[config.mk]
export PLATFORM = sky130hd
export DESIGN_NAME = xcvr_wake_ctrl
export DESIGN_NICKNAME = d
export VERILOG_FILES = /design/src/rtl/xwk_pkg.sv /design/src/rtl/xwk_mode_seq.sv /design/src/rtl/xwk_wake_filt.sv /design/src/rtl/xwk_out_sel.sv /design/src/rtl/xcvr_wake_ctrl.sv
export SDC_FILE = /design/constraint.sdc
export NUM_CORES = 1
export LEC_CHECK = 0
export ABC_AREA = 1
export BUFFER_PORTS_ARGS = -buffer_cell sky130_fd_sc_hd__buf_2
export CAP_MARGIN = 20
export CELL_PAD_IN_SITES_DETAIL_PLACEMENT = 1
export CELL_PAD_IN_SITES_GLOBAL_PLACEMENT = 2
export CORE_UTILIZATION = 36
export CTS_CLUSTER_DIAMETER = 100
export DETAILED_ROUTE_END_ITERATION = 8
export PLACE_DENSITY = 0.89
export SETUP_SLACK_MARGIN = 0.02
export SLEW_MARGIN = 20
export SYNTH_ARGS = -nofsm -noshare
export SYNTH_HDL_FRONTEND = slang
export SYNTH_HIERARCHICAL = 1
export SYNTH_SLANG_ARGS = --single-unit
[constraint.sdc]
create_clock -name clk -period 2.4 [get_ports clk]
set_clock_uncertainty 0.2 [all_clocks]
set_input_delay 0.24 -clock clk [delete_from_list [all_inputs] [get_ports clk]]
set_output_delay 0.24 -clock clk [all_outputs]
set_load 0.02 [all_outputs]
[src/rtl/xwk_pkg.sv]
package xwk_pkg;
   typedef enum logic [1:0] {
      XM_STBY  = 2'd0,
      XM_LEAVE = 2'd1,
      XM_NORM  = 2'd2
   } xwk_mode_e;
endpackage

[src/rtl/xwk_mode_seq.sv]
module xwk_mode_seq
   import xwk_pkg::*;
#(
   parameter int MODE_TICKS = 8
) (
   input  logic      clk,
   input  logic      rst_n,
   input  logic      tick,
   input  logic      stby_req,
   output xwk_mode_e mode
);
   localparam int CW = $clog2(MODE_TICKS + 1) + 1;
   localparam logic [CW-1:0] LAST = CW'(MODE_TICKS - 1);

   logic [CW-1:0] cnt_q;

   always_ff @(posedge clk or negedge rst_n) begin
      if (!rst_n) begin
         mode  <= XM_STBY;
         cnt_q <= '0;
      end else if (stby_req) begin
         mode  <= XM_STBY;
         cnt_q <= '0;
      end else begin
         unique case (mode)
            XM_STBY: begin
               mode  <= XM_LEAVE;
               cnt_q <= '0;
            end
            XM_LEAVE: begin
               if (tick) begin
                  if (cnt_q == LAST) begin
                     mode  <= XM_NORM;
                     cnt_q <= '0;
                  end else begin
                     cnt_q <= cnt_q + 1'b1;
                  end
               end
            end
            default: mode <= XM_NORM;
         endcase
      end
   end
endmodule

[src/rtl/xwk_wake_filt.sv]
module xwk_wake_filt #(
   parameter int WAKE_TICKS   = 500,
   parameter bit WAKE_ON_HELD = 1'b0
) (
   input  logic clk,
   input  logic rst_n,
   input  logic tick,
   input  logic active,
   input  logic bus_dom,
   output logic wake
);
   localparam int CW = $clog2(WAKE_TICKS + 1) + 1;
   localparam logic [CW-1:0] LAST = CW'(WAKE_TICKS - 1);

   logic          armed;
   logic          level;
   logic [CW-1:0] cnt_q;

   generate
      if (WAKE_ON_HELD) begin : g_uncond
         assign armed = 1'b1;
      end else begin : g_guarded
         logic armed_q;
         always_ff @(posedge clk or negedge rst_n) begin
            if (!rst_n)       armed_q <= 1'b0;
            else if (!active) armed_q <= 1'b0;
            else if (!bus_dom) armed_q <= 1'b1;
         end
         assign armed = armed_q;
      end
   endgenerate

   assign level = bus_dom & armed;

   always_ff @(posedge clk or negedge rst_n) begin
      if (!rst_n) begin
         wake  <= 1'b0;
         cnt_q <= '0;
      end else if (!active) begin
         wake  <= 1'b0;
         cnt_q <= '0;
      end else if (level == wake) begin
         cnt_q <= '0;
      end else if (tick) begin
         if (cnt_q == LAST) begin
            wake  <= ~wake;
            cnt_q <= '0;
         end else begin
            cnt_q <= cnt_q + 1'b1;
         end
      end
   end
endmodule

[src/rtl/xwk_out_sel.sv]
module xwk_out_sel
   import xwk_pkg::*;
(
   input  xwk_mode_e mode,
   input  logic      bus_dom,
   input  logic      wake,
   output logic      rx_out,
   output logic      tx_en,
   output logic      rx_en,
   output logic      split_en
);
   logic norm;
   assign norm     = (mode == XM_NORM);
   assign tx_en    = norm;
   assign rx_en    = norm;
   assign split_en = norm;

   always_comb begin
      unique case (mode)
         XM_NORM:  rx_out = ~bus_dom;
         XM_STBY:  rx_out = ~wake;
         default:  rx_out = 1'b1;
      endcase
   end
endmodule

[src/rtl/xcvr_wake_ctrl.sv]
module xcvr_wake_ctrl
   import xwk_pkg::*;
#(
   parameter int WAKE_TICKS   = 500,
   parameter int MODE_TICKS   = 8,
   parameter bit WAKE_ON_HELD = 1'b0
) (
   input  logic clk,
   input  logic rst_n,
   input  logic tick,
   input  logic stby_req,
   input  logic bus_dom,
   output logic rx_out,
   output logic tx_en,
   output logic rx_en,
   output logic split_en
);
   generate
      if (WAKE_TICKS < 1) begin : g_bad_wake
         $error("WAKE_TICKS must be at least 1");
      end
      if (MODE_TICKS < 1) begin : g_bad_mode
         $error("MODE_TICKS must be at least 1");
      end
   endgenerate

   xwk_mode_e mode;
   logic      wake;

   xwk_mode_seq #(.MODE_TICKS(MODE_TICKS)) u_seq (
      .clk(clk), .rst_n(rst_n), .tick(tick), .stby_req(stby_req), .mode(mode)
   );

   xwk_wake_filt #(.WAKE_TICKS(WAKE_TICKS), .WAKE_ON_HELD(WAKE_ON_HELD)) u_filt (
      .clk(clk), .rst_n(rst_n), .tick(tick), .active(mode == XM_STBY),
      .bus_dom(bus_dom), .wake(wake)
   );

   xwk_out_sel u_sel (
      .mode(mode), .bus_dom(bus_dom), .wake(wake), .rx_out(rx_out),
      .tx_en(tx_en), .rx_en(rx_en), .split_en(split_en)
   );
endmodule

==> run metrics <==
status=completed; synthesis warning total=6; vias per std cell=4.85; cell taking the most area after synthesis=dfrtp_1; CTS tree=done; Die Y=61.1 microns; total internal power=565 uW; post-synthesis compound-gate area fraction=0.0427; top post-synthesis cells by area=dfrtp_1 (38%), nand2_1 (14%), nand3_1 (8.3%); multi-input combinational cell area=643 sq um; fill count=443; critical path required time=2.41 ns; clk buf depth=2; TritonRoute pass-1 iters=4; final hold viol count=0; DRC errors left=0; maximum fanout along the worst path=13; worst slew pin tran=0.450 ns; initial antenna violation count=0; Core Box Area=3340 sq um; LEAKAGE=0.682 nW; final wirelength=2970 microns; Post-Syn Area=1260 sq um; FP Rows=21; Wirelength per Cell=12.5 microns; worst rel slew slack=0.700; clk root buf=clkbuf_4; total negative slack=0 ns; Post-Synth Adder-Cell Area=0.0199; GP Congestion=0.750; initial core utilization=0.377; largest family of logic cells by synthesized area=simple AND/OR/NAND/NOR gates; logic gate share of total power=0.421; post-synthesis register bit count=19; Pins Over Slew Limit=0; crit start category=flip-flop; DRT iter0 DRCs=42; Setup-failing EPs final=0; Seq/Total Area, Yosys=0.378; H-tree level count=1; Sequential Power Share=0.411; port bufs=8; largest net degree at the start of global routing=20; Critical Path AT=1.84 ns; Seq. cell area=475 sq um; hold crit path type=input port to flip-flop; total setup buffers inserted after CTS=0; net switching power=468 uW; share of the synthesized area in the top cell type=0.378; layout net count=199; RSZ-0062 raised after global routing=false; Syn Area/Cell=7.03 sq um; CTS resizes=0; fin crit period=1.82 ns; Post-Syn Nets=186; vias after detailed routing=1149; max-cap violations=0; Finished Core Util=0.416; synth unique cells=21; Peak VDD IR=0.283 mV; xor/xnor share of the synthesized area=0; hpwl dp=2330 microns; CP endpoint kind=flip-flop; Worst-Skew Late Latency=0.31 ns; Clk pwr share=0.168; Clock Sinks=19; number of clock buffers inserted by TritonCTS=3; CP Class=flip-flop to flip-flop; number of global-route vias before repair=1185; Power Density=745 nW/um^2; Die X=61.1 microns; All-Layer GR Usage=0.191; period utilization=0.760; Synth Instances=179; die area=3740 sq um; fraction of layout cells with a size suffix above 1=0.188; clock transition at the registers of the reported paths=0.12 ns; Ports=9; Area growth, synth to finish=10.2%; Peak Freq=549 MHz; GR Overflow Total=0; ANT nets after route=0; n_diodes=0; Post-Synth Simple-Gate Area=0.448; Sw Share=0.453; first-pass GRT wire length=5210 microns; post-synthesis mux area share=0
[critical path: stages (launching register included)]
cell and delay, ns:
dfrtp_1 0.45, nor2_1 0.25, inv_2 0.13, nor2_4 0.10, nand3_2 0.28, nand3_1 0.17, nand2_1 0.07, inv_1 0.06
nor2_1 0.03
[per-stage QoR]
stage | setup slack (ns) | area, sq um | power [mW] | hold slack (ns) | cells
final | 0.577 | 1390 | 1.03 | 0.0903 | 237
after global routing | 0.393 | 1390 | 1.13 | 0.126 | 237
after CTS | 0.580 | 1390 | 1.05 | 0.0793 | 237
after global placement | 0.678 | 1330 | 0.843 | 0.0192 | 230
after detailed placement | 0.612 | 1330 | 0.869 | 0.0166 | 230
after floorplan | 0.869 | 1260 | 0.773 | -0.256 | 179
[synth_stat cells]
cell	number
nor2_4	4
dfrtp_1	19
nand4_1	2
o21ai_1	2
nor3_2	1
a21oi_1	3
a21oi_2	1
buf_6	1
o21ai_0	4
nor2_1	21
inv_2	2
nand2_1	47
nand2_2	7
nor3_1	4
ha_1	2
inv_1	27
buf_4	2
nand3_2	6
clkinv_2	1
nand3_1	21
nor2_2	2
[flip-flops by register name, indices dropped and copies added (netlist names)]
register / count
u_filt/wake: 1
u_seq/cnt_q: 5
u_filt/armed: 1
u_filt/cnt_q: 10
u_seq/mode: 2
[placed cells by master (no fill, tap or decap)]
cell type      Yosys  final
nand4_1            2      2
nand2_1           47     47
nand3_1           21     21
a21oi_2            1      1
nor3_1             4      4
o21ai_0            4      4
dfrtp_1           19     19
nand2_2            7      7
a21oi_1            3      3
nor2_2             2      2
nor3_2             1      1
dlygate4sd3_1      0      3
inv_1             27     27
nand3_2            6      6
clkinv_2           1      2
nor2_4             4      4
clkbuf_4           0      3
ha_1               2      2
o21ai_1            2      2
inv_2              2      2
nor2_1            21     21
buf_2              0      8
[area by class of cell]
| class | count | share of cell area |
|---|---|---|
| sequential | 19 | 0.343 |
| inverter | 30 | 0.0821 |
| timing repair buffer | 11 | 0.0505 |
| tap | 46 | 0.0415 |
| clock buffer | 3 | 0.0162 |
| multi-input combinational | 127 | 0.463 |
| clock inverter | 1 | 0.00361 |
[power groups by stage]
stage	Sequential (mW)	Clock, mW	Combinational, mW
after floorplan	0.418	0	0.355
after global placement	0.427	0	0.416
after detailed placement	0.432	0	0.437
after CTS	0.425	0.180	0.442
after global routing	0.436	0.192	0.502
final	0.425	0.173	0.436
[worst paths after layout]
path / start / endpoint / slack (ns) / cells after the start
max: u_seq/mode[1] / u_filt/cnt_q[8] / 0.58 / 8
min: tick / u_filt/cnt_q[1] / 0.09 / 3
max reg2reg: u_seq/mode[1] / u_filt/cnt_q[8] / 0.58 / 8
min reg2reg: u_filt/armed / u_filt/armed / 0.35 / 2
max in group asynchronous: rst_n / u_filt/cnt_q[4] / 1.49 / 2
min in group asynchronous: rst_n / u_filt/wake / 0.20 / 2
[logic make-up after synthesis]
family	count (synthesis)
adders and majority gates	2
AOI/OAI and AO/OA	10
and+or+nand+nor	115
DFF	19
buffers and inverters	33
[what timing repair did]
item / 4_1_cts / 5_1_grt
endpoints found under the hold margin: 21 / 0
setup endpoints to repair: 0 / 0
hold buffers: 3 / 0
[layer usage]
| layer | track usage | wire, microns |
|---|---|---|
| met1 | 0.223 | 1330 |
| met2 | 0.349 | 1550 |
| met3 | 0.0441 | 63 |
| met4 | 0.0487 | 24 |
| met5 | 0 | 0 |
No activity file was read; power rests on OpenSTA's default activity.
